<file path="src/rtl/rgn_dec_pkg.sv">
package rgn_dec_pkg;
  localparam int NUM_TGT  = 11;
  localparam int T_BOOT0  = 0;
  localparam int T_BOOT1  = 1;
  localparam int T_SYSREG = 2;
  localparam int T_VIDREG = 3;
  localparam int T_PAL    = 4;
  localparam int T_CART   = 5;
  localparam int T_FBUF   = 6;
  localparam int T_SDRAM  = 7;
  localparam int T_DARR0  = 8;
  localparam int T_DARR1  = 9;
  localparam int T_PERIPH = 10;

  localparam logic [1:0] SZ_BYTE = 2'd0;
  localparam logic [1:0] SZ_HALF = 2'd1;
  localparam logic [1:0] SZ_WORD = 2'd2;

  localparam logic [4:0] IDX_DARR   = 5'h18;
  localparam logic [4:0] IDX_PERIPH = 5'h1F;

  // coarse region: three top bits joined with the two chip-select bits
  function automatic logic [4:0] region_index(input logic [31:0] a);
    return {a[31:29], a[26:25]};
  endfunction
endpackage

</file>
<file path="src/rtl/rgn_req_stage.sv">
module rgn_req_stage
  import rgn_dec_pkg::*;
(
  input  logic        clk,
  input  logic        rst_n,
  input  logic        req_valid,
  output logic        req_ready,
  input  logic        req_cpu,
  input  logic        req_write,
  input  logic [1:0]  req_size,
  input  logic [31:0] req_addr,
  input  logic [31:0] req_wdata,
  output logic        beat_valid,
  output logic        beat_cpu,
  output logic        beat_write,
  output logic [1:0]  beat_size,
  output logic [31:0] beat_addr,
  output logic [31:0] beat_wdata,
  output logic        split_busy
);
  logic        v_q, v_d, ph_q, ph_d;
  logic        cpu_q, wr_q;
  logic [1:0]  size_q;
  logic [31:0] addr_q, wdata_q;
  logic        take, split, base_periph;

  assign base_periph = (region_index(addr_q) == IDX_PERIPH);
  assign split       = v_q & size_q[1] & ~base_periph;
  assign req_ready   = ~split | ph_q;
  assign take        = req_valid & req_ready;

  always_comb begin
    v_d  = v_q;
    ph_d = ph_q;
    if (take) begin
      v_d  = 1'b1;
      ph_d = 1'b0;
    end else if (split && !ph_q) begin
      ph_d = 1'b1;
    end else begin
      v_d  = 1'b0;
      ph_d = 1'b0;
    end
  end

  always_ff @(posedge clk or negedge rst_n) begin
    if (!rst_n) begin
      v_q  <= 1'b0;
      ph_q <= 1'b0;
    end else begin
      v_q  <= v_d;
      ph_q <= ph_d;
    end
  end

  // payload loads only on an accepted request
  always_ff @(posedge clk or negedge rst_n) begin
    if (!rst_n) begin
      cpu_q   <= 1'b0;
      wr_q    <= 1'b0;
      size_q  <= SZ_BYTE;
      addr_q  <= '0;
      wdata_q <= '0;
    end else if (take) begin
      cpu_q   <= req_cpu;
      wr_q    <= req_write;
      size_q  <= req_size;
      addr_q  <= req_addr;
      wdata_q <= req_wdata;
    end
  end

  assign beat_valid = v_q;
  assign beat_cpu   = cpu_q;
  assign beat_write = wr_q;
  assign beat_size  = split ? SZ_HALF : size_q;
  assign beat_addr  = ph_q ? (addr_q + 32'd2) : addr_q;
  assign beat_wdata = split ? {16'h0000, (ph_q ? wdata_q[15:0] : wdata_q[31:16])}
                            : wdata_q;
  assign split_busy = split;
endmodule

</file>
<file path="src/rtl/rgn_cs0_decode.sv">
module rgn_cs0_decode #(
  parameter int          BOOT_BYTES = 2048,
  parameter logic [9:0]  SYS_WIN    = 10'h040,
  parameter logic [9:0]  VID_WIN    = 10'h041,
  parameter logic [9:0]  PAL_WIN    = 10'h042
) (
  input  logic [28:0] addr,
  input  logic        cpu,
  input  logic        write,
  output logic [4:0]  sel,
  output logic [31:0] ofs
);
  localparam logic [31:0] BOOT_MASK = 32'(BOOT_BYTES - 1);
  localparam logic [31:0] BOOT_LIM  = 32'(BOOT_BYTES);

  logic [31:0] a32;
  logic        hit_sys, hit_vid, hit_pal, hit_boot;

  assign a32      = {3'b000, addr};
  assign hit_sys  = (addr[17:8] == SYS_WIN);
  assign hit_vid  = (addr[17:8] == VID_WIN);
  assign hit_pal  = write ? (addr[17:9] == PAL_WIN[9:1]) : (addr[17:8] == PAL_WIN);
  assign hit_boot = (a32 < BOOT_LIM);

  // register windows take priority over the boot ROM
  always_comb begin
    sel = 5'b00000;
    ofs = '0;
    if (hit_sys) begin
      sel[2] = 1'b1;
      ofs    = a32 & 32'h0000_00FF;
    end else if (hit_vid) begin
      sel[3] = 1'b1;
      ofs    = a32 & 32'h0000_00FF;
    end else if (hit_pal) begin
      sel[4] = 1'b1;
      ofs    = a32 & 32'h0000_01FF;
    end else if (hit_boot) begin
      sel[cpu ? 1 : 0] = 1'b1;
      ofs              = a32 & BOOT_MASK;
    end
  end
endmodule

</file>
<file path="src/rtl/rgn_region_decode.sv">
module rgn_region_decode
  import rgn_dec_pkg::*;
#(
  parameter int          BOOT_BYTES  = 2048,
  parameter logic [31:0] CART_MASK   = 32'h003F_FFFF,
  parameter logic [31:0] FB_MASK     = 32'h0001_FFFF,
  parameter logic [31:0] SDRAM_MASK  = 32'h0003_FFFF,
  parameter int          DARR_BITS   = 12,
  parameter int          PERIPH_BITS = 9
) (
  input  logic               valid,
  input  logic [31:0]        addr,
  input  logic               cpu,
  input  logic               write,
  input  logic [1:0]         size,
  output logic [NUM_TGT-1:0] sel,
  output logic [31:0]        ofs,
  output logic               unmapped
);
  localparam logic [31:0] DARR_MASK = (32'd1 << DARR_BITS) - 32'd1;
  localparam logic [31:0] PER_MASK  = (32'd1 << PERIPH_BITS) - 32'd1;

  logic [4:0]         idx;
  logic [4:0]         cs0_sel;
  logic [31:0]        cs0_ofs, raw;
  logic [NUM_TGT-1:0] hit;

  assign idx = region_index(addr);

  rgn_cs0_decode #(.BOOT_BYTES(BOOT_BYTES)) u_cs0 (
    .addr (addr[28:0]),
    .cpu  (cpu),
    .write(write),
    .sel  (cs0_sel),
    .ofs  (cs0_ofs)
  );

  always_comb begin
    hit = '0;
    raw = '0;
    case (idx)
      5'd0, 5'd4: begin
        hit[4:0] = cs0_sel;
        raw      = cs0_ofs;
      end
      5'd1, 5'd5: begin
        hit[T_CART] = 1'b1;
        raw         = addr & CART_MASK;
      end
      5'd2, 5'd6: begin
        hit[T_FBUF] = 1'b1;
        raw         = addr & FB_MASK;
      end
      5'd3, 5'd7: begin
        hit[T_SDRAM] = 1'b1;
        raw          = addr & SDRAM_MASK;
      end
      IDX_DARR: begin
        hit[cpu ? T_DARR1 : T_DARR0] = 1'b1;
        raw                          = addr & DARR_MASK;
      end
      IDX_PERIPH: begin
        hit[T_PERIPH] = 1'b1;
        raw           = addr & PER_MASK;
      end
      default: begin
        hit = '0;
        raw = '0;
      end
    endcase
  end

  // halfword-organised targets: swap byte lane, align halfwords
  always_comb begin
    sel      = '0;
    ofs      = '0;
    unmapped = 1'b0;
    if (valid) begin
      sel      = hit;
      unmapped = (hit == '0);
      ofs      = raw;
      if (!hit[T_PERIPH] && hit != '0) begin
        if (size == SZ_BYTE) ofs[0] = ~raw[0];
        else                 ofs[0] = 1'b0;
      end
    end
  end
endmodule

</file>
<file path="src/rtl/rgn_bus_decoder.sv">
module rgn_bus_decoder
  import rgn_dec_pkg::*;
#(
  parameter int          BOOT_BYTES  = 2048,
  parameter int          OFS_W       = 22,
  parameter logic [31:0] CART_MASK   = 32'h003F_FFFF,
  parameter logic [31:0] FB_MASK     = 32'h0001_FFFF,
  parameter logic [31:0] SDRAM_MASK  = 32'h0003_FFFF,
  parameter int          DARR_BITS   = 12,
  parameter int          PERIPH_BITS = 9
) (
  input  logic               clk,
  input  logic               rst_n,
  input  logic               req_valid,
  output logic               req_ready,
  input  logic               req_cpu,
  input  logic               req_write,
  input  logic [1:0]         req_size,
  input  logic [31:0]        req_addr,
  input  logic [31:0]        req_wdata,
  output logic               acc_valid,
  output logic               acc_cpu,
  output logic               acc_write,
  output logic [1:0]         acc_size,
  output logic [NUM_TGT-1:0] acc_sel,
  output logic [OFS_W-1:0]   acc_offset,
  output logic [31:0]        acc_wdata,
  output logic               acc_unmapped,
  output logic               acc_busy,
  input  logic [31:0]        tgt_rdata,
  output logic [31:0]        rsp_data
);
  logic [1:0]  rst_sync_q;
  logic        rst_int_n;
  logic [31:0] beat_addr, ofs_full;

  // asynchronous assertion, synchronous release
  always_ff @(posedge clk or negedge rst_n) begin
    if (!rst_n) rst_sync_q <= 2'b00;
    else        rst_sync_q <= {rst_sync_q[0], 1'b1};
  end
  assign rst_int_n = rst_sync_q[1];

  rgn_req_stage u_stage (
    .clk       (clk),
    .rst_n     (rst_int_n),
    .req_valid (req_valid),
    .req_ready (req_ready),
    .req_cpu   (req_cpu),
    .req_write (req_write),
    .req_size  (req_size),
    .req_addr  (req_addr),
    .req_wdata (req_wdata),
    .beat_valid(acc_valid),
    .beat_cpu  (acc_cpu),
    .beat_write(acc_write),
    .beat_size (acc_size),
    .beat_addr (beat_addr),
    .beat_wdata(acc_wdata),
    .split_busy(acc_busy)
  );

  rgn_region_decode #(
    .BOOT_BYTES (BOOT_BYTES),
    .CART_MASK  (CART_MASK),
    .FB_MASK    (FB_MASK),
    .SDRAM_MASK (SDRAM_MASK),
    .DARR_BITS  (DARR_BITS),
    .PERIPH_BITS(PERIPH_BITS)
  ) u_dec (
    .valid   (acc_valid),
    .addr    (beat_addr),
    .cpu     (acc_cpu),
    .write   (acc_write),
    .size    (acc_size),
    .sel     (acc_sel),
    .ofs     (ofs_full),
    .unmapped(acc_unmapped)
  );

  assign acc_offset = ofs_full[OFS_W-1:0];
  assign rsp_data   = acc_unmapped ? 32'h0 : tgt_rdata;
endmodule

</file>
<file path="config.mk">
export PLATFORM = sky130hd
export DESIGN_NAME = rgn_bus_decoder
export DESIGN_NICKNAME = d
export VERILOG_FILES = /design/src/rtl/rgn_dec_pkg.sv /design/src/rtl/rgn_req_stage.sv /design/src/rtl/rgn_cs0_decode.sv /design/src/rtl/rgn_region_decode.sv /design/src/rtl/rgn_bus_decoder.sv
export SDC_FILE = /design/constraint.sdc
export NUM_CORES = 1
export LEC_CHECK = 0
export CAP_MARGIN = 10
export CORE_ASPECT_RATIO = 1.4
export CORE_MARGIN = 8
export CORE_UTILIZATION = 46
export DETAILED_ROUTE_END_ITERATION = 7
export PLACE_DENSITY = 0.88
export SLEW_MARGIN = 20
export SYNTH_ARGS = -nofsm -noshare
export SYNTH_HDL_FRONTEND = slang
export SYNTH_SLANG_ARGS = --single-unit
</file>
<file path="constraint.sdc">
create_clock -name clk -period 7.5 [get_ports clk]
set_input_delay 0.75 -clock clk [delete_from_list [all_inputs] [get_ports clk]]
set_output_delay 0.75 -clock clk [all_outputs]
set_load 0.02 [all_outputs]
</file>
==> insert_results.sql, run 1 <==
INSERT INTO impl_metrics (metric_group, metric, value, unit) VALUES
('sta', 'tightestPinTransition', '0.947', 'ns'),
('clocking', 'cts_tree', 'yes', ''),
('sta', 'final.min_clock_period', '5.40', 'ns'),
('die', 'die_h', '134', 'um'),
('setup_path', 'crit_path_cell_trace', 'nand4_4, or4_1, or4_4, a22oi_2, or4b_1, nand4_2, nand2_1, nor2_1, clkdlybuf4s50_1', ''),
('setup_path', 'endpoint_kind', 'primary output', ''),
('global_route', 'grt_antenna_before_repair', '0', ''),
('logic_synthesis', 'ys_warnings', '0', ''),
('setup_path', 'crit_type', 'flip-flop to primary output', ''),
('setup_path', 'crit_fanout', '33', ''),
('clocking', 'hold_buf_cts', '0', ''),
('global_route', 'maximum_number_of_pins_on_one_net_before_global_route_repair', '71', ''),
('clocking', 'clkTransAtPathRegs', '0.06', 'ns'),
('sta', 'relSlewSlack', '36.9', '%'),
('sta', 'maxClockFrequency', '185', 'MHz'),
('cells_and_area', 'n_antenna_cell', '0', ''),
('place', 'io_buffer_count', '207', ''),
('die', 'start_util', '46.6', '%'),
('logic_synthesis', 'synth_largest_area_cell', 'sky130_fd_sc_hd__dfrtp_1', ''),
('logic_synthesis', 'yosysSeqAreaShare', '39.5', '%'),
('sta', 'grt_setup_unrepaired', 'false', ''),
('sta', 'finalClockSkew', '0.00933', 'ns'),
('place', 'finalWeightedCongestion', '0.942', ''),
('cells_and_area', 'synthesis_to_finish_area_growth', '53.5', '%'),
('cells_and_area', 'multi_input_comb_area', '2620', 'um2'),
('clocking', 'number_of_clock_sinks', '72', ''),
('power_and_ir_drop', 'seqPwrFrac', '29.3', '%'),
('clocking', 'clock_latency', '0.33', 'ns'),
('power_and_ir_drop', 'p_sw_share', '39.4', '%'),
('power_and_ir_drop', 'leakagePower', '2.75', 'nW'),
('setup_path', 'startpoint_type_of_the_worst_setup_path', 'flip-flop', ''),
('routing', 'vias', '4426', ''),
('die', 'dieArea', '13400', 'um2'),
('hold_path', 'worstHoldPathType', 'flip-flop to flip-flop', ''),
('power_and_ir_drop', 'internal_power', '1.41', 'mW'),
('setup_path', 'cpPeakStageDelay', '0.73', 'ns'),
('outcome', 'run_status', 'finished, final reports clean', ''),
('sta', 'final_min_period_over_clock_period', '72.0', '%'),
('place', 'dpl.hpwl', '12.1', 'mm'),
('logic_synthesis', 'synth.cell_area', '4560', 'um2'),
('logic_synthesis', 'netlist-cell-type-count', '49', ''),
('clocking', 'numCtsBuffers', '9', ''),
('global_route', 'via_count_of_the_first_global_routing_pass', '4669', ''),
('routing', 'drtIter0Drc', '174', ''),
('sta', 'tns', '0', 'ns'),
('global_route', 'gr-total-overflow', '0', ''),
('clocking', 'cts_buffer_depth', '2', ''),
('power_and_ir_drop', 'vdd_ir_drop_max', '286', 'uV'),
('power_and_ir_drop', 'fin_total_pwr', '2.32', 'mW'),
('routing', 'drc_violations_left', '0', ''),
('logic_synthesis', 'synth_enable_flop_cells', '0', ''),
('setup_path', 'worst_path_max_delay_cell', 'sky130_fd_sc_hd__or4_1', ''),
('logic_synthesis', 'synthCells', '482', ''),
('power_and_ir_drop', 'power.density_cell_area', '331', 'nW/um2'),
('clocking', 'clockRootBuffer', 'sky130_fd_sc_hd__clkbuf_16', ''),
('logic_synthesis', 'synth.area.top_cells', 'sky130_fd_sc_hd__dfrtp_1 (39%), sky130_fd_sc_hd__mux2_2 (21%), sky130_fd_sc_hd__nor2_1 (5.4%), sky130_fd_sc_hd__nand2_1 (4.5%), sky130_fd_sc_hd__nand4_1 (2.9%)', ''),
('sta', 'timing_hold_violations_final', '0', ''),
('logic_synthesis', 'yosys_most_used_dff', 'sky130_fd_sc_hd__dfrtp_1', ''),
('global_route', 'grt_use_total', '22.6', '%'),
('clocking', 'cts.htree.levels', '3', ''),
('die', 'rows', '43', ''),
('die', 'top_level_ports', '208', ''),
('cells_and_area', 'seqCellArea', '1800', 'um2'),
('logic_synthesis', 'yosys.area.top_type_share', '39.5', '%'),
('routing', 'drtAntennaViolNets', '0', ''),
('global_route', 'grt_pass1_wl', '23.9', 'mm'),
('logic_synthesis', 'synth_seq_cells', '72', ''),
('logic_synthesis', 'synth.net_count', '586', ''),
('die', 'die_width', '100', 'um'),
('logic_synthesis', 'synth.avg_cell_area', '9.47', 'um2'),
('power_and_ir_drop', 'switchingPower', '0.915', 'mW');
==> metal layers <==
metal | track usage, % | share of wire, % | vias to the layer above
li1 | - | - | 2078
met1 | 21.8 | 35 | 2077
met2 | 39.6 | 49 | 246
met3 | 11.9 | 14 | 25
met4 | 8.35 | 2.1 | 0
met5 | 0 | 0 | -
==> path summary, 6_finish.rpt <==
check / from / to / slack, ns / depth (start not counted)
max: u_stage.ph_q$_DFF_PN0_ / rsp_data[31] / 2.10 / 9
min: rst_sync_q[0]$_DFF_PN0_ / rst_sync_q[1]$_DFF_PN0_ / 0.36 / 0
max reg2reg: u_stage.addr_q[26]$_DFFE_PN0P_ / u_stage.addr_q[18]$_DFFE_PN0P_ / 3.89 / 7
min reg2reg: rst_sync_q[0]$_DFF_PN0_ / rst_sync_q[1]$_DFF_PN0_ / 0.36 / 0
max in group asynchronous: rst_sync_q[1]$_DFF_PN0_ / u_stage.addr_q[27]$_DFFE_PN0P_ / 6.45 / 1
min in group asynchronous: rst_sync_q[1]$_DFF_PN0_ / u_stage.wdata_q[13]$_DFFE_PN0P_ / 0.46 / 1
==> power by group through the flow <==
| stage | logic, mW | clock network (mW) | registers [mW] |
|---|---|---|---|
| after floorplan | 0.756 | 0 | 0.611 |
| after global placement | 1.18 | 0 | 0.670 |
| after detailed placement | 1.20 | 0 | 0.682 |
| after CTS | 1.21 | 0.453 | 0.677 |
| after global routing | 1.29 | 0.467 | 0.702 |
| final | 1.20 | 0.444 | 0.681 |
==> registers in the layout, indices dropped and copies added, names as in the netlist <==
register            cells
u_stage.beat_write      1
u_stage.beat_cpu        1
u_stage.wdata_q        32
u_stage.size_q          2
u_stage.ph_q            1
rst_sync_q              2
u_stage.beat_valid      1
u_stage.addr_q         32
==> synth_stat cells, drive strengths merged, types with 2 or more instances <==
master and instances:
a21oi 7, a31oi 3, and2 6, and3 8
and4 10, buf 21, clkbuf 11, dfrtp 72
inv 4, mux2 84, mux2i 2, nand2 55
nand2b 4, nand3 15, nand4 23, nor2 66
nor2b 18, nor3 9, nor3b 3, nor4 6
o21ai 4, o31ai 5, or3 3, or4 4
or4b 2, xnor2 11, xor2 12
==> cell families after synthesis <==
family / count (synthesis) / synth area share, %
AND/OR/NAND/NOR: 236 / 26.7
multiplexers: 86 / 21.2
flip-flops: 72 / 39.5
buffers and inverters: 36 / 3.48
AO/OA/AOI/OAI: 27 / 4.41
XOR/XNOR: 23 / 4.41
adder cells (fa/ha/maj): 1 / 0.274
other: 1 / 0.0822
==> area by class of cell <==
class / count / share of cell area [%]
Inverter: 4 / 0.214
Sequential cell: 72 / 25.7
Clock inverter: 3 / 0.964
Tap cell: 135 / 2.41
Multi-Input combinational cell: 374 / 37.3
Clock buffer: 13 / 3.43
Timing Repair Buffer: 210 / 29.9
==> worst max-delay path: cells and delay by family, from the launching register on <==
kind                   cells  cell delay, ns
buffers and inverters      1            0.63
flip-flops                 1            0.54
AND/OR/NAND/NOR            7            2.98
AO/OA/AOI/OAI              1            0.17
==> through the flow <==
stage | hold slack [ns] | instances | area (um2) | utilization, % | setup slack, ns
after floorplan | 0.331 | 482 | 4560 | - | 3.44
after global placement | 0.336 | 795 | 6690 | 68.3 | 2.53
after detailed placement | 0.354 | 795 | 6690 | 68.3 | 2.42
after CTS | 0.367 | 811 | 7000 | 71.5 | 2.05
after global routing | 0.369 | 811 | 7010 | 71.5 | 1.85
final | 0.360 | 811 | 7010 | 71.5 | 2.10
Power figures use the tool's default switching activity.
==> run 2: changes to the inputs <==
--- a/config.mk
+++ b/config.mk
@@ -8,9 +8,9 @@
 export CAP_MARGIN = 10
 export CORE_ASPECT_RATIO = 1.4
 export CORE_MARGIN = 8
-export CORE_UTILIZATION = 46
+export CORE_UTILIZATION = 42
 export DETAILED_ROUTE_END_ITERATION = 7
-export PLACE_DENSITY = 0.88
+export PLACE_DENSITY = 0.81
 export SLEW_MARGIN = 20
 export SYNTH_ARGS = -nofsm -noshare
 export SYNTH_HDL_FRONTEND = slang
==> constraint.sdc (replaced) <==
create_clock -name clk -period 5.15 [get_ports clk]
set_input_delay 0.515 -clock clk [delete_from_list [all_inputs] [get_ports clk]]
set_output_delay 0.515 -clock clk [all_outputs]
set_load 0.02 [all_outputs]
==> insert_results.sql, run 2 (same netlist as run 1, synthesis figures left out) <==
INSERT INTO impl_metrics (metric_group, metric, value, unit) VALUES
('cells_and_area', 'layout_common_cells', 'sky130_fd_sc_hd__clkdlybuf4s50_1 (207), sky130_fd_sc_hd__mux2_2 (84), sky130_fd_sc_hd__dfrtp_1 (71)', ''),
('setup_path', 'crit_type', 'flip-flop to primary output', ''),
('power_and_ir_drop', 'switchingPower', '1.34', 'mW'),
('setup_path', 'worst_path_max_delay_cell', 'sky130_fd_sc_hd__or4_1', ''),
('die', 'die_width', '104', 'um'),
('setup_path', 'cpPeakStageDelay', '0.72', 'ns'),
('place', 'place_area', '6720', 'um2'),
('power_and_ir_drop', 'vdd_ir_drop_max', '400', 'uV'),
('cells_and_area', 'fillCellCount', '860', ''),
('power_and_ir_drop', 'power.density_cell_area', '477', 'nW/um2'),
('cells_and_area', 'layout.nets', '779', ''),
('run', 'drv_cap', '0', ''),
('routing', 'drc_violations_left', '0', ''),
('cells_and_area', 'biggest_regs', 'u_stage.addr_q: 32 flops, u_stage.wdata_q: 32 flops', ''),
('global_route', 'gr-total-overflow', '0', ''),
('routing', 'vias', '4417', ''),
('setup_path', 'timing.critical_path.arrival', '4.32', 'ns'),
('cells_and_area', 'ratio_of_cells_with_drive_above_1_in_the_final_layout', '17.1', '%'),
('routing', 'drtAntennaViolNets', '0', ''),
('setup_path', 'crit_reg_reg_startpoint', 'u_stage.beat_valid$_DFFE_PN0N_', ''),
('setup_path', 'critical_path_buf_inv_count', '1', ''),
('cells_and_area', 'layout.cells.most_common', 'sky130_fd_sc_hd__clkdlybuf4s50_1', ''),
('global_route', 'via_count_of_the_first_global_routing_pass', '4865', ''),
('sta', 'final_min_period_over_clock_period', '93.8', '%'),
('place', 'finalWeightedCongestion', '0.898', ''),
('die', 'die_h', '139', 'um'),
('global_route', 'gr-max-usage-layer', 'met2', ''),
('setup_path', 'path_depth', '9', ''),
('cells_and_area', 'n_antenna_cell', '0', ''),
('global_route', 'grt_use_total', '20.6', '%'),
('clocking', 'clock_latency', '0.33', 'ns'),
('sta', 'tightestPinTransition', '0.876', 'ns'),
('setup_path', 'setup.reg_to_reg.worst_slack', '2.18', 'ns'),
('routing', 'route.final.wire_length', '15.2', 'mm'),
('sta', 'finalClockSkew', '0.00824', 'ns'),
('sta', 'tns', '0', 'ns'),
('global_route', 'grt_antenna_before_repair', '0', ''),
('global_route', 'maximum_number_of_pins_on_one_net_before_global_route_repair', '71', ''),
('sta', 'final.min_clock_period', '4.83', 'ns'),
('clocking', 'cts_tree', 'yes', ''),
('clocking', 'numCtsBuffers', '9', ''),
('cells_and_area', 'postLayoutCellArea', '7040', 'um2'),
('setup_path', 'startpoint_type_of_the_worst_setup_path', 'flip-flop', ''),
('power_and_ir_drop', 'leakagePower', '2.77', 'nW'),
('die', 'top_level_ports', '208', ''),
('setup_path', 'worst_setup_path_startpoint', 'u_stage.ph_q$_DFF_PN0_', ''),
('setup_path', 'worst-endpoint-required', '4.64', 'ns'),
('setup_path', 'crit_fanout', '8', ''),
('sta', 'final.setup.worst_slack', '0.318', 'ns'),
('hold_path', 'worstHoldPathType', 'input port to asynchronous set/reset pin', ''),
('sta', 'timing_hold_violations_final', '0', ''),
('clocking', 'cts.htree.levels', '3', ''),
('routing', 'routed_via_density', '5.38', ''),
('power_and_ir_drop', 'p_sw_share', '39.8', '%'),
('clocking', 'cts_buffer_depth', '2', ''),
('sta', 'fin_worst_hold_slack', '0.350', 'ns'),
('setup_path', 'crit-reg2reg-capture', 'u_stage.addr_q[22]$_DFFE_PN0P_', ''),
('global_route', 'grt_pass1_wl', '24.5', 'mm'),
('setup_path', 'crit_path_cell_trace', 'nand4_4, or4_1, or4_4, a22oi_2, or4b_4, a31oi_4, o31ai_4, nor2_1, clkdlybuf4s50_1', ''),
('clocking', 'number_of_clock_sinks', '72', ''),
('power_and_ir_drop', 'share_clk_of_total_power', '18.1', '%'),
('routing', 'detailedRoute.firstPassIterationCount', '4', ''),
('die', 'dieArea', '14500', 'um2'),
('setup_path', 'critPathTopFamily', 'simple AND/OR/NAND/NOR gates', ''),
('sta', 'timing_max_transition_violations_final', '0', ''),
('global_route', 'met1_grt_util', '19.8', '%'),
('setup_path', 'rr_worst_depth', '7', ''),
('clocking', 'clkTransAtPathRegs', '0.05', 'ns'),
('routing', 'wire_per_inst', '18.5', 'um'),
('setup_path', 'endpoint_kind', 'primary output', ''),
('die', 'rows', '45', ''),
('power_and_ir_drop', 'power_frac_comb', '52.4', '%'),
('die', 'start_util', '42.7', '%'),
('sta', 'relSlewSlack', '41.6', '%'),
('cells_and_area', 'synthesis_to_finish_area_growth', '54.3', '%'),
('sta', 'grt_setup_unrepaired', 'false', ''),
('sta', 'finalSetupViolations', '0', ''),
('place', 'place_worst_setup_slack', '0.385', 'ns'),
('clocking', 'clockRootBuffer', 'sky130_fd_sc_hd__clkbuf_16', ''),
('global_route', 'grt_use_met3', '11.4', '%'),
('power_and_ir_drop', 'seqPwrFrac', '29.5', '%'),
('die', 'core-area', '10700', 'um2'),
('sta', 'maxClockFrequency', '207', 'MHz'),
('place', 'dpl.hpwl', '12.2', 'mm'),
('global_route', 'groute.layer.met2.usage', '35.7', '%'),
('power_and_ir_drop', 'internal_power', '2.02', 'mW'),
('setup_path', 'crit_end', 'acc_offset[0]', ''),
('routing', 'drtIter0Drc', '162', ''),
('place', 'io_buffer_count', '207', ''),
('outcome', 'run_status', 'finished, final reports clean', '');
run 2: worst reg2reg max path, delay by kind of cell (launching register included):
kind / cells / cell delay (ns)
AOI/OAI and AO/OA: 1 / 0.25
and+or+nand+nor: 3 / 0.81
buffers and inverters: 2 / 0.75
DFF: 1 / 0.65
muxes: 1 / 0.40
run 2: area by class of cell:
cell class	instances	area, um2	area share, %
inverter	4	15.0	0.213
multi-input combinational	374	2630	37.3
clock buffer	13	250	3.55
tap	141	176	2.51
sequential	72	1800	25.6
timing repair buffer	214	2120	30.2
clock inverter	3	42.5	0.604
run 2: power groups by stage:
stage	clock network, mW	logic (mW)	registers, mW
global placement	0	1.73	0.980
detailed placement	0	1.76	0.996
floorplan	0	1.10	0.889
finish	0.607	1.76	0.992
CTS	0.618	1.77	0.987
global route	0.640	1.90	1.02
run 2: what timing repair did:
| item | 4_1_cts | 5_1_grt |
|---|---|---|
| hold buffers | 0 | 0 |
| gates resized for setup | 0 | 3 |
| endpoints found under the setup margin | 0 | 35 |
| buffers inserted | 0 | 1 |
run 2: metrics by stage:
stage	instances	util (%)	power [mW]
3_5_place_dp	804	62.8	2.75
2_1_floorplan	482	-	1.99
6_report	821	65.8	3.36
5_1_grt	821	65.8	3.56
3_3_place_gp	804	62.8	2.71
4_1_cts	820	65.6	3.37
run 2: worst min path at each step:
| stage | from | to | depth (start not counted) |
|---|---|---|---|
| 3_3_place_gp | rst_sync_q[0]$_DFF_PN0_ | rst_sync_q[1]$_DFF_PN0_ | 0 |
| 4_1_cts | rst_n | rst_sync_q[0]$_DFF_PN0_ | 1 |
| 5_1_grt | rst_n | rst_sync_q[0]$_DFF_PN0_ | 1 |
| 6_report | rst_n | rst_sync_q[0]$_DFF_PN0_ | 1 |
| 2_1_floorplan | rst_n | rst_sync_q[0]$_DFF_PN0_ | 0 |
| 3_5_place_dp | rst_sync_q[0]$_DFF_PN0_ | rst_sync_q[1]$_DFF_PN0_ | 0 |
run 2: per-layer routing:
layer / share of wire (%) / wire length, um
met3: 12 / 1880
met4: 2.4 / 365
met2: 49 / 7440
met5: 0 / 0
met1: 36 / 5470
==> run 3: changes to the inputs <==
--- a/config.mk
+++ b/config.mk
@@ -10,7 +10,7 @@
 export CORE_MARGIN = 8
 export CORE_UTILIZATION = 42
 export DETAILED_ROUTE_END_ITERATION = 7
-export PLACE_DENSITY = 0.81
+export PLACE_DENSITY_LB_ADDON = 0.05
 export SLEW_MARGIN = 20
 export SYNTH_ARGS = -nofsm -noshare
 export SYNTH_HDL_FRONTEND = slang
==> insert_results.sql, run 3 (same netlist as run 1, synthesis figures left out) <==
INSERT INTO impl_metrics (metric_group, metric, value, unit) VALUES
('outcome', 'run_status', 'finished, final reports clean', ''),
('sta', 'relSlewSlack', '45.9', '%'),
('power_and_ir_drop', 'switchingPower', '1.34', 'mW'),
('sta', 'maxClockFrequency', '207', 'MHz'),
('global_route', 'maximum_number_of_pins_on_one_net_before_global_route_repair', '48', ''),
('routing', 'routed_via_density', '5.36', ''),
('clocking', 'clock_latency', '0.32', 'ns'),
('setup_path', 'worst-endpoint-required', '4.64', 'ns'),
('global_route', 'grt_pass1_wl', '24.0', 'mm'),
('cells_and_area', 'ratio_of_cells_with_drive_above_1_in_the_final_layout', '18.0', '%'),
('global_route', 'grt_antenna_before_repair', '0', ''),
('setup_path', 'worst_setup_path_startpoint', 'u_stage.ph_q$_DFF_PN0_', ''),
('clocking', 'cts_buffer_depth', '2', ''),
('routing', 'drc_violations_left', '0', ''),
('clocking', 'number_of_clock_sinks', '72', ''),
('clocking', 'numCtsBuffers', '9', ''),
('sta', 'timing_max_transition_violations_final', '0', ''),
('setup_path', 'crit_path_cell_trace', 'nand4_4, or4_1, or4_4, a22oi_2, or4b_4, a31oi_4, o31ai_4, nor2_1, clkdlybuf4s50_1', ''),
('cells_and_area', 'layout.nets', '782', ''),
('cells_and_area', 'n_antenna_cell', '0', ''),
('routing', 'wire_per_inst', '18.3', 'um'),
('die', 'top_level_ports', '208', ''),
('cells_and_area', 'postLayoutCellArea', '7070', 'um2'),
('setup_path', 'timing.critical_path.arrival', '4.31', 'ns'),
('power_and_ir_drop', 'seqPwrFrac', '29.6', '%'),
('sta', 'grt_setup_unrepaired', 'false', ''),
('global_route', 'grt_use_total', '20.2', '%'),
('place', 'finalWeightedCongestion', '0.869', ''),
('sta', 'finalClockSkew', '0.00861', 'ns'),
('global_route', 'gr-total-overflow', '0', ''),
('sta', 'finalSetupViolations', '0', ''),
('die', 'rows', '45', ''),
('setup_path', 'startpoint_type_of_the_worst_setup_path', 'flip-flop', ''),
('clocking', 'cts.htree.levels', '3', ''),
('place', 'place_area', '6740', 'um2'),
('cells_and_area', 'synthesis_to_finish_area_growth', '55.0', '%'),
('sta', 'timing_hold_violations_final', '0', ''),
('setup_path', 'setup.reg_to_reg.worst_slack', '2.06', 'ns'),
('setup_path', 'cpPeakStageDelay', '0.73', 'ns'),
('power_and_ir_drop', 'share_clk_of_total_power', '16.9', '%'),
('die', 'start_util', '42.7', '%'),
('die', 'core-area', '10700', 'um2'),
('power_and_ir_drop', 'fin_total_pwr', '3.32', 'mW'),
('place', 'io_buffer_count', '207', ''),
('setup_path', 'crit_reg_reg_startpoint', 'u_stage.beat_valid$_DFFE_PN0N_', ''),
('routing', 'detailedRoute.firstPassIterationCount', '4', ''),
('hold_path', 'worstHoldPathType', 'flip-flop to asynchronous set/reset pin', ''),
('global_route', 'via_count_of_the_first_global_routing_pass', '4667', ''),
('cells_and_area', 'layout_common_cells', 'sky130_fd_sc_hd__clkdlybuf4s50_1 (207), sky130_fd_sc_hd__mux2_2 (84), sky130_fd_sc_hd__dfrtp_1 (71)', ''),
('power_and_ir_drop', 'vdd_ir_drop_max', '309', 'uV'),
('sta', 'tns', '0', 'ns'),
('sta', 'final.min_clock_period', '4.83', 'ns'),
('power_and_ir_drop', 'power_frac_comb', '53.5', '%'),
('run', 'drv_cap', '0', ''),
('die', 'dieArea', '14500', 'um2'),
('clocking', 'clockRootBuffer', 'sky130_fd_sc_hd__clkbuf_16', ''),
('clocking', 'cts_tree', 'yes', ''),
('routing', 'vias', '4419', ''),
('sta', 'tightestPinTransition', '0.809', 'ns'),
('cells_and_area', 'biggest_regs', 'u_stage.addr_q: 32 flops, u_stage.wdata_q: 32 flops', ''),
('power_and_ir_drop', 'p_sw_share', '40.3', '%'),
('power_and_ir_drop', 'leakagePower', '2.79', 'nW'),
('sta', 'final_min_period_over_clock_period', '93.8', '%'),
('die', 'die_width', '104', 'um'),
('setup_path', 'worst_path_max_delay_cell', 'sky130_fd_sc_hd__or4_1', ''),
('setup_path', 'crit_type', 'flip-flop to primary output', ''),
('power_and_ir_drop', 'power.density_cell_area', '470', 'nW/um2'),
('cells_and_area', 'layout.cells.most_common', 'sky130_fd_sc_hd__clkdlybuf4s50_1', ''),
('die', 'die_h', '139', 'um'),
('routing', 'drtIter0Drc', '184', ''),
('clocking', 'clkTransAtPathRegs', '0.06', 'ns'),
('setup_path', 'endpoint_kind', 'primary output', ''),
('routing', 'route.final.wire_length', '15.1', 'mm'),
('place', 'dpl.hpwl', '11.8', 'mm'),
('setup_path', 'crit_fanout', '8', ''),
('routing', 'drtAntennaViolNets', '0', ''),
('power_and_ir_drop', 'internal_power', '1.98', 'mW');
[run 3: repair_timing]
action,in CTS,in global routing
hold buffers,0,0
endpoints found under the hold margin,0,0
setup buffers,0,2
gates resized for setup,0,4
setup endpoints to repair,0,34
[run 3: per-stage QoR]
stage          util [%]  instances  hold WS [ns]  setup WS, ns
3_3_place_gp       63.0        805         0.258         0.543
3_5_place_dp       63.0        805         0.272         0.417
4_1_cts            65.6        821         0.275        0.0475
6_report           66.1        824         0.255         0.320
5_1_grt            66.1        824         0.302         0.114
2_1_floorplan         -        482         0.219          1.32
[run 3: final cells by class]
| type | instances | area (um2) |
|---|---|---|
| tap | 141 | 176 |
| clock buffer | 11 | 243 |
| clock inverter | 5 | 32.5 |
| fill | 903 | 3620 |
| multi-input combinational | 375 | 2650 |
| timing repair buffer | 216 | 2150 |
| sequential | 72 | 1800 |
| inverter | 4 | 15.0 |
[run 3: critical path: cells and delay by family (launching register included)]
| family | cells | cell delay [ns] |
|---|---|---|
| flip-flops | 1 | 0.52 |
| AND/OR/NAND/NOR | 5 | 2.21 |
| buffers and inverters | 1 | 0.65 |
| AO/OA/AOI/OAI | 3 | 0.61 |
[run 3: power by group through the flow]
stage	Combinational [mW]	Clock, mW	Sequential, mW
global placement	1.75	0	0.971
global route	1.91	0.602	1.01
CTS	1.78	0.582	0.976
floorplan	1.10	0	0.889
detailed placement	1.77	0	0.985
finish	1.78	0.563	0.983
[run 3: path summary, 6_finish.rpt]
path,endpoint,cells after the start
worst max-delay path,acc_offset[0],9
worst min-delay path,u_stage.wdata_q[14]$_DFFE_PN0P_,0
worst max register to register,u_stage.wdata_q[9]$_DFFE_PN0P_,8
worst min register to register,u_stage.wdata_q[14]$_DFFE_PN0P_,0
max in group asynchronous,u_stage.addr_q[30]$_DFFE_PN0P_,1
min in group clk,rst_sync_q[1]$_DFF_PN0_,0
[run 3: routing by layer]
metal  routed length, um  vias to the layer above  track usage (%)
met3                1490                       23             8.60
met5                   0                        -                0
li1                    -                     2090                -
met4                 338                        0             7.57
met2                7770                      197             36.0
met1                5460                     2109             20.4
